`config.mk`:
```
export PLATFORM = sky130hd
export DESIGN_NAME = retrig_countdown_timer
export DESIGN_NICKNAME = d
export VERILOG_FILES = /design/src/rtl/pmt_pkg.sv /design/src/rtl/pmt_edge_sync.sv /design/src/rtl/pmt_load_reg.sv /design/src/rtl/pmt_down_core.sv /design/src/rtl/retrig_countdown_timer.sv
export SDC_FILE = /design/constraint.sdc
export NUM_CORES = 1
export LEC_CHECK = 0
export ABC_AREA = 1
export ABC_CLOCK_PERIOD_IN_PS = 1700
export CORE_MARGIN = 3
export CORE_UTILIZATION = 31
export DETAILED_ROUTE_END_ITERATION = 10
export DONT_BUFFER_PORTS = 1
export SLEW_MARGIN = 20
export SYNTH_ARGS = -nofsm -noshare
export SYNTH_HDL_FRONTEND = slang
export SYNTH_SLANG_ARGS = --single-unit
```
`constraint.sdc`:
```
create_clock -name clk -period 1.7 [get_ports clk]
set_input_delay 0.17 -clock clk [delete_from_list [all_inputs] [get_ports clk]]
set_output_delay 0.17 -clock clk [all_outputs]
set_load 0.01 [all_outputs]
```
`src/rtl/pmt_pkg.sv`:
```
package pmt_pkg;
   typedef enum logic [1:0] {
      SRC_NONE   = 2'd0,
      SRC_ARM    = 2'd1,
      SRC_WRITE  = 2'd2,
      SRC_RETRIG = 2'd3
   } reload_src_e;
endpackage

```
`src/rtl/pmt_edge_sync.sv`:
```
module pmt_edge_sync #(
   parameter int STAGES = 2
) (
   input  logic clk,
   input  logic rst_n,
   input  logic pin_async,
   output logic pin_rise
);
   initial begin : p_param_chk
      assert (STAGES >= 2) else $error("pmt_edge_sync: STAGES must be at least 2");
   end

   logic [STAGES-1:0] chain;
   logic              last_seen;

   always_ff @(posedge clk or negedge rst_n) begin
      if (!rst_n) begin
         chain[0] <= 1'b0;
      end else begin
         chain[0] <= pin_async;
      end
   end

   for (genvar g = 1; g < STAGES; g++) begin : g_stage
      always_ff @(posedge clk or negedge rst_n) begin
         if (!rst_n) begin
            chain[g] <= 1'b0;
         end else begin
            chain[g] <= chain[g-1];
         end
      end
   end

   always_ff @(posedge clk or negedge rst_n) begin
      if (!rst_n) begin
         last_seen <= 1'b0;
      end else begin
         last_seen <= chain[STAGES-1];
      end
   end

   assign pin_rise = chain[STAGES-1] & ~last_seen;

   a_r7_rise_single: assert property (@(posedge clk) disable iff (!rst_n)
      pin_rise |=> !pin_rise);
endmodule

```
`src/rtl/pmt_load_reg.sv`:
```
module pmt_load_reg #(
   parameter int LOAD_W   = 8,
   parameter int CNT_W    = 16,
   parameter bit HAS_WIDE = 1'b1
) (
   input  logic              clk,
   input  logic              rst_n,
   input  logic              wr_load,
   input  logic [LOAD_W-1:0] wr_data,
   input  logic              wide_mode,
   output logic [CNT_W-1:0]  load_val
);
   localparam int SHIFT = CNT_W - LOAD_W;

   initial begin : p_param_chk
      assert (LOAD_W > 0) else $error("pmt_load_reg: LOAD_W must be positive");
      assert (CNT_W >= LOAD_W) else $error("pmt_load_reg: CNT_W below LOAD_W");
   end

   logic [LOAD_W-1:0] held;
   logic [LOAD_W-1:0] byte_now;

   always_ff @(posedge clk or negedge rst_n) begin
      if (!rst_n) begin
         held <= '0;
      end else if (wr_load) begin
         held <= wr_data;
      end
   end

   assign byte_now = wr_load ? wr_data : held;

   if (HAS_WIDE && SHIFT > 0) begin : g_wide
      always_comb begin
         if (wide_mode) begin
            load_val = {byte_now, {SHIFT{1'b0}}};
         end else begin
            load_val = CNT_W'(byte_now);
         end
      end
   end else begin : g_narrow
      logic unused_mode;
      assign unused_mode = wide_mode;
      assign load_val    = CNT_W'(byte_now);
   end
endmodule

```
`src/rtl/pmt_down_core.sv`:
```
module pmt_down_core #(
   parameter int CNT_W = 16
) (
   input  logic             clk,
   input  logic             rst_n,
   input  logic             arm,
   input  logic             reload,
   input  logic [CNT_W-1:0] load_val,
   input  logic             tick,
   input  logic             stat_clr,
   output logic             running,
   output logic             irq,
   output logic             stat
);
   logic [CNT_W-1:0] cnt;
   logic             expire_now;

   assign expire_now = arm & ~reload & running & tick & (cnt <= CNT_W'(1));

   always_ff @(posedge clk or negedge rst_n) begin
      if (!rst_n) begin
         cnt     <= '0;
         running <= 1'b0;
         irq     <= 1'b0;
      end else begin
         irq <= expire_now;
         if (!arm) begin
            running <= 1'b0;
         end else if (reload) begin
            cnt     <= load_val;
            running <= 1'b1;
         end else if (running && tick) begin
            if (expire_now) begin
               cnt     <= '0;
               running <= 1'b0;
            end else begin
               cnt <= cnt - CNT_W'(1);
            end
         end
      end
   end

   always_ff @(posedge clk or negedge rst_n) begin
      if (!rst_n) begin
         stat <= 1'b0;
      end else if (expire_now) begin
         stat <= 1'b1;
      end else if (stat_clr) begin
         stat <= 1'b0;
      end
   end

   a_r5_irq_single: assert property (@(posedge clk) disable iff (!rst_n)
      irq |=> !irq);
   a_r5_irq_flags: assert property (@(posedge clk) disable iff (!rst_n)
      irq |-> stat);
   a_r5_stat_sticky: assert property (@(posedge clk) disable iff (!rst_n)
      (stat && !stat_clr) |=> stat);
   a_r9_reload_wins: assert property (@(posedge clk) disable iff (!rst_n)
      (arm && reload) |=> (cnt == $past(load_val)) && running && !irq);
   a_r10_off_quiet: assert property (@(posedge clk) disable iff (!rst_n)
      !arm |=> !irq && !running);
   a_r6_idle_holds: assert property (@(posedge clk) disable iff (!rst_n)
      (!running && !reload) |=> $stable(cnt) && !irq);
endmodule

```
`src/rtl/retrig_countdown_timer.sv`:
```
module retrig_countdown_timer
   import pmt_pkg::*;
#(
   parameter int LOAD_W      = 8,
   parameter int CNT_W       = 16,
   parameter bit HAS_WIDE    = 1'b1,
   parameter int SYNC_STAGES = 2
) (
   input  logic              clk,
   input  logic              rst_n,
   input  logic              wr_load,
   input  logic [LOAD_W-1:0] wr_data,
   input  logic              arm_en,
   input  logic              wide_mode,
   input  logic              base_fast,
   input  logic              retrig_en,
   input  logic              pin_is_input,
   input  logic              retrig_pin,
   input  logic              tick_ms,
   input  logic              tick_s,
   input  logic              stat_clr,
   output logic              expired_stat,
   output logic              irq_pulse
);
   logic             arm_q;
   logic             pin_rise;
   logic [CNT_W-1:0] load_val;
   logic             running;
   logic             tick_sel;
   reload_src_e      src;

   always_ff @(posedge clk or negedge rst_n) begin
      if (!rst_n) begin
         arm_q <= 1'b0;
      end else begin
         arm_q <= arm_en;
      end
   end

   pmt_edge_sync #(.STAGES(SYNC_STAGES)) i_sync (
      .clk       (clk),
      .rst_n     (rst_n),
      .pin_async (retrig_pin),
      .pin_rise  (pin_rise)
   );

   pmt_load_reg #(.LOAD_W(LOAD_W), .CNT_W(CNT_W), .HAS_WIDE(HAS_WIDE)) i_load (
      .clk       (clk),
      .rst_n     (rst_n),
      .wr_load   (wr_load),
      .wr_data   (wr_data),
      .wide_mode (wide_mode),
      .load_val  (load_val)
   );

   always_comb begin
      src = SRC_NONE;
      if (arm_en && !arm_q) begin
         src = SRC_ARM;
      end else if (wr_load) begin
         src = SRC_WRITE;
      end else if (running && retrig_en && pin_is_input && pin_rise) begin
         src = SRC_RETRIG;
      end
   end

   assign tick_sel = base_fast ? tick_ms : tick_s;

   pmt_down_core #(.CNT_W(CNT_W)) i_core (
      .clk      (clk),
      .rst_n    (rst_n),
      .arm      (arm_en),
      .reload   (src != SRC_NONE),
      .load_val (load_val),
      .tick     (tick_sel),
      .stat_clr (stat_clr),
      .running  (running),
      .irq      (irq_pulse),
      .stat     (expired_stat)
   );

   a_r8_gate_blocks_retrig: assert property (@(posedge clk) disable iff (!rst_n)
      (!retrig_en || !pin_is_input) |-> (src != SRC_RETRIG));
   a_r2_arm_rise_runs: assert property (@(posedge clk) disable iff (!rst_n)
      (arm_en && !arm_q) |=> running);
endmodule

```
Yosys cells after proc, flatten, opt, wreduce, memory -nomap -nowiden
Index checks and enable logic that the tools add are counted.
{"block": "op_classes", "muxes": 15, "n_addsub": 1, "order_cmp": 1, "eq_ne": 2, "reduce_logical": 11, "n_bitwise": 7}
{"op": "2-to-1 mux 16 bit", "count": 4}
{"op": "less-or-equal comparator 16 x 1 -> 1 bit, second input constant", "count": 1}
{"op": "subtractor 16 x 1 -> 16 bit, second input constant", "count": 1}
{"op": "2-to-1 mux 8 bit", "count": 1}
{"op": "2-to-1 mux 1 bit", "count": 7}
{"op": "2-to-1 mux 2 bit", "count": 3}
{"op": "!= test 3 x 1 -> 1 bit, second input constant", "count": 2}
{"op": "nonzero test 2 bit", "count": 3}
{"op": "bitwise AND 1 bit", "count": 5}
{"op": "logical AND 1 bit", "count": 5}
{"op": "AND reduction 2 bit", "count": 2}
{"op": "inverter 1 bit", "count": 2}
{"op": "logical NOT 1 bit", "count": 1}
{"block": "totals", "regBits": 31, "wordCells": 46, "input_bits": 20}

Depth between registers and ports, before layout
{"block": "logic_depth", "ltp_word": 16, "mapped_depth": 11}

Modules after synthesis
Synthesis repeated with hierarchy kept, for this count alone.
{"block": "unflattened", "cells_unflattened": 293, "area_unflattened_um2": 1991.9}
{"mod": "pmt_down_core", "area_per_inst_um2": 1365.1, "cells_per_inst": 200, "seq_area_each_um2": 475.5, "instances": 1}
{"mod": "pmt_load_reg", "area_per_inst_um2": 469.2, "cells_per_inst": 76, "seq_area_each_um2": 200.2, "instances": 1}
{"mod": "pmt_edge_sync", "area_per_inst_um2": 85.1, "cells_per_inst": 5, "seq_area_each_um2": 75.1, "instances": 1}
{"mod": "retrig_countdown_timer", "area_per_inst_um2": 72.6, "cells_per_inst": 12, "seq_area_each_um2": 25.0, "instances": 1}

Worst setup path after synthesis
Ideal clock, no wire load.
{"block": "synth_path", "path_kind": "reg-to-reg", "start": "reg i_core.cnt[0]", "end": "reg i_core.cnt[7]", "synth_period_minus_slack_ns": 1.479, "arrival_ns": 1.358, "path_stages_with_launch": 10, "path_slack_ns": 0.221, "cell_sequence": "dfrtp_1 -> inv_1 -> ha_1 -> nand2_1 -> nand2_1 -> nand3_1 -> nor2_4 -> inv_2 -> nand2_1 -> a21oi_2"}
{"block": "synth_between", "elab_chain_cells": 5, "elab_cells_between_ends": 6}
{"item": "start, declared", "line": "pmt_down_core.sv:15", "text": "logic [CNT_W-1:0] cnt;"}
{"item": "start signal, assigned", "line": "pmt_down_core.sv:30", "text": "cnt <= load_val;"}
{"item": "start signal, assigned", "line": "pmt_down_core.sv:37", "text": "cnt <= cnt - CNT_W'(1);"}
{"item": "less-or-equal comparator 16 x 1 -> 1 bit", "line": "pmt_down_core.sv:18", "text": "assign expire_now = arm & ~reload & running & tick & (cnt <= CNT_W'(1));"}
{"item": "bitwise AND 1 bit", "line": "pmt_down_core.sv:18"}
{"item": "via i_core.expire_now", "line": "pmt_down_core.sv:16", "text": "logic expire_now;"}
{"item": "2-to-1 mux 16 bit", "line": "pmt_down_core.sv:33", "text": "if (expire_now) begin"}
{"item": "2-to-1 mux 16 bit", "line": "pmt_down_core.sv:32", "text": "end else if (running && tick) begin"}
{"item": "2-to-1 mux 16 bit", "line": "pmt_down_core.sv:29", "text": "end else if (reload) begin"}
The timed path passes the listed nets, and every way through them passes these cells. The select of a mux whose other input is x is not followed.
A chain may end at the register's enable or synchronous reset.

Final worst setup path
{"block": "layout_path", "start": "reg i_core.cnt[0]", "end": "reg i_core.cnt[6]"}
The elaborated chain is that of the path after synthesis.

==> metrics.cfg <==
[power_and_ir_drop]
power.total_mw = 2.16
static_leak_nw = 1.00
vdd.ir_drop.worst_mv = 0.410
power.density_mw_per_mm2 = 988

[global_route]
layer_with_the_highest_usage_after_global_routing = met2
grt_pass1_vias = 1624
grt_util_met1_pct = 17.4
globalRouteOverflowTotal = 0
grt_antenna_before_repair = 0
grt_start_max_net_pins = 32
global_route.usage.met2_pct = 21.7
total_grt_usage_pct = 13.7
grt_util_met3_pct = 4.34
grt_first_pass_wirelength_microns = 7700

[synth]
synth.lib_cells_used.distinct = 26
synth_edf_count = 0
ys_warn_count = 0
syn_area_per_cell_sq_um = 6.90
postSynthNetCount = 294
synth_largest_area_cell = sky130_fd_sc_hd__dfrtp_1
share_of_the_yosys_chip_area_belonging_to_registers_pct = 41.4
yosys.area.top_type_share_pct = 41.4
synth_async_sr_flop_share_pct = 100
ys_seq_elements = 31
ys.flop_type = sky130_fd_sc_hd__dfrtp_1
synth.cells.most_frequent = sky130_fd_sc_hd__nor2_1, sky130_fd_sc_hd__nand2_1, sky130_fd_sc_hd__dfrtp_1, sky130_fd_sc_hd__inv_1, sky130_fd_sc_hd__nand3_1
ys_top_cells_by_area = sky130_fd_sc_hd__dfrtp_1, sky130_fd_sc_hd__nor2_1, sky130_fd_sc_hd__nand2_1
netlist_instances = 272
yosysMostFrequentCell = sky130_fd_sc_hd__nor2_1
syn-cell-area_sq_mm = 0.00188

[routing]
ant_nets = 0
post_drt_wl_per_cell_microns = 12.5
vias = 1675
avgViaCountPerCell = 4.68
totalWireLength_microns = 4470
drc = 0
drt_first_iter_violations = 114
detailedRoute.firstPassIterationCount = 4

[placed_design]
dpl.hpwl_microns = 3220
place_worst_setup_slack_ns = 0.0387
gp_congestion = 0.807
postPlaceCellArea_sq_mm = 0.00199
numPortBuffers = 0

[clock_network]
cts.reportedPaths.clkPinSlew_ns = 0.07
tritoncts.num_buffers = 5
numClockSinks = 31
cts_setup_buffers = 0
htree_num_levels = 2
clk_root_buffer_cell = sky130_fd_sc_hd__clkbuf_8
cts_tree = done
clock_latency_on_the_worst_skew_pair_ns = 0.28
ctsLongestPathBuffers = 2

[min_path]
hold_class = input pin to flop

[setup_path]
worst_setup_path_end_kind = flop
critical_path.startpoint_type = flop
biggest_fanout_along_the_worst_timing_path = 10
arrival_ns = 1.74
timing.setup.critical_path_class = flop to flop
required_ns = 1.87

[sta]
finalSetupViolations = 0
period_minus_ws_final_ns = 1.57
setup_slack_ns = 0.134
relative_slew_slack_pct = 79.0
setup_tns_after_final_layout_ns = 0
fin_skew_ns = 0.00268
timing_hold_violations_final = 0
grt_setup_unrepaired = yes
slew_viol_final = 0
fmax_mhz = 639
worst_tran_pin_value_ns = 0.313
fin_crit_sh_pct = 92.1

[floorplanning]
number_of_standard_cell_rows_in_the_floorplan = 27
pin_count = 22
floorplan.die.width_microns = 83.8
die_h_microns = 83.8
area_of_the_core_sq_mm = 0.00568
initial_standard_cell_utilization_of_the_core_pct = 33.0
design.die.area_sq_mm = 0.00702

[finish]
antenna_cells_inserted = 0
nets = 307
fillCellCount = 600
drive_above_1_share_pct = 11.2
post-route-cell-area_sq_mm = 0.00219
areaGrowthSynthToFinish_pct = 16.5
final_util_pct = 38.5

[status]
outcome = complete, no violations

[run]
maxCapViolations = 0

## state kept, by name, indices dropped and copies added, names as in the netlist
register	count
i_core.cnt	16
i_load.held	8
i_sync.chain	2
arm_q	1
i_core.irq	1
i_core.running	1
i_core.stat	1
i_sync.last_seen	1
## layer usage
layer	up-vias	wire length, microns	share of wire, %
met4	0	103	2.3
met3	11	236	5.3
met1	749	2120	48
met5	-	0	0
li1	875	-	-
met2	40	2000	45
## cell type report
class | instances | area [sq um] | share of cell area (%)
Tap cell | 72 | 90.1 | 4.12
Timing Repair Buffer | 12 | 125 | 5.72
Clock buffer | 6 | 82.6 | 3.78
Clock inverter | 2 | 35.0 | 1.60
Inverter | 29 | 111 | 5.09
Sequential cell | 31 | 776 | 35.5
Multi-Input combinational cell | 206 | 966 | 44.2
## report_power, final
| group | total [mW] | switching [mW] | leakage [nW] | internal, mW |
|---|---|---|---|---|
| clock network | 0.765 | 0.291 | 0.0612 | 0.474 |
| registers | 0.927 | 0.0906 | 0.359 | 0.837 |
| logic | 0.468 | 0.277 | 0.582 | 0.191 |
## cells in the final DEF, fill, tap and decap left out
cell type / Yosys / final
sky130_fd_sc_hd__nand2_4: 1 / 1
sky130_fd_sc_hd__nand2_2: 1 / 1
sky130_fd_sc_hd__o21ai_0: 14 / 14
sky130_fd_sc_hd__dlygate4sd3_1: 0 / 4
sky130_fd_sc_hd__xnor2_1: 1 / 1
sky130_fd_sc_hd__inv_4: 1 / 1
sky130_fd_sc_hd__or2_1: 7 / 7
sky130_fd_sc_hd__or2_2: 1 / 1
sky130_fd_sc_hd__inv_2: 2 / 2
sky130_fd_sc_hd__buf_12: 0 / 2
sky130_fd_sc_hd__buf_4: 2 / 6
sky130_fd_sc_hd__clkinv_2: 0 / 1
sky130_fd_sc_hd__dfrtp_1: 31 / 31
sky130_fd_sc_hd__xor2_1: 2 / 2
sky130_fd_sc_hd__nor2_2: 0 / 2
sky130_fd_sc_hd__clkbuf_8: 0 / 6
sky130_fd_sc_hd__nand2_1: 48 / 48
sky130_fd_sc_hd__inv_1: 26 / 26
sky130_fd_sc_hd__o21ai_2: 1 / 1
sky130_fd_sc_hd__nor2_1: 80 / 78
sky130_fd_sc_hd__nor3b_1: 1 / 1
sky130_fd_sc_hd__bufinv_16: 0 / 1
sky130_fd_sc_hd__and2_1: 2 / 2
sky130_fd_sc_hd__nand3_2: 0 / 1
sky130_fd_sc_hd__nand3_1: 24 / 23
sky130_fd_sc_hd__o211ai_1: 1 / 1
sky130_fd_sc_hd__a21oi_1: 14 / 14
sky130_fd_sc_hd__ha_1: 2 / 2
sky130_fd_sc_hd__a21oi_2: 3 / 3
sky130_fd_sc_hd__nor2_4: 2 / 3
## worst paths after layout
| path | slack (ns) | start | cells past startpoint | endpoint |
|---|---|---|---|---|
| max in group asynchronous | 1.17 | rst_n | 2 | i_sync.last_seen |
| setup reg to reg | 0.13 | i_core.cnt[0] | 9 | i_core.cnt[6] |
| hold / removal | 0.05 | arm_en | 2 | i_core.running |
| setup / recovery | 0.13 | i_core.cnt[0] | 9 | i_core.cnt[6] |
| hold reg to reg | 0.36 | i_sync.chain[0] | 0 | i_sync.chain[1] |
| min in group asynchronous | 0.35 | rst_n | 2 | i_core.cnt[8] |
## cells by family (layout without fill, tap and decap cells)
group	count (synthesis)	in the layout	synth area share, %
DFF	31	31	41.4
buffers and inverters	36	49	8.27
AOI/OAI and AO/OA	33	33	9.74
and+or+nand+nor	167	168	37.9
xor gates and xnor gates	3	3	1.40
adders and majority gates	2	2	1.33
## worst max-delay path: stages (launching register included)
cell	delay, ns
sky130_fd_sc_hd__dfrtp_1	0.41
sky130_fd_sc_hd__inv_1	0.09
sky130_fd_sc_hd__ha_1	0.18
sky130_fd_sc_hd__nand2_1	0.09
sky130_fd_sc_hd__nand2_1	0.08
sky130_fd_sc_hd__nand3_2	0.13
sky130_fd_sc_hd__nor2_4	0.20
sky130_fd_sc_hd__inv_2	0.13
sky130_fd_sc_hd__nand2_1	0.10
sky130_fd_sc_hd__a21oi_2	0.05
## stage by stage
step | hold slack (ns) | cells
finish | 0.0492 | 358
detailed placement | -0.125 | 344
global placement | -0.125 | 344
CTS | 0.0446 | 357
floorplan | -0.126 | 272
global route | 0.0635 | 358
## what timing repair did
action	4_1_cts	5_1_grt
resized for setup	0	4
hold endpoints to repair	34	0
endpoints found under the setup margin	0	17
hold buffers	5	0
Note: power is estimated with default switching activity, not from simulation.
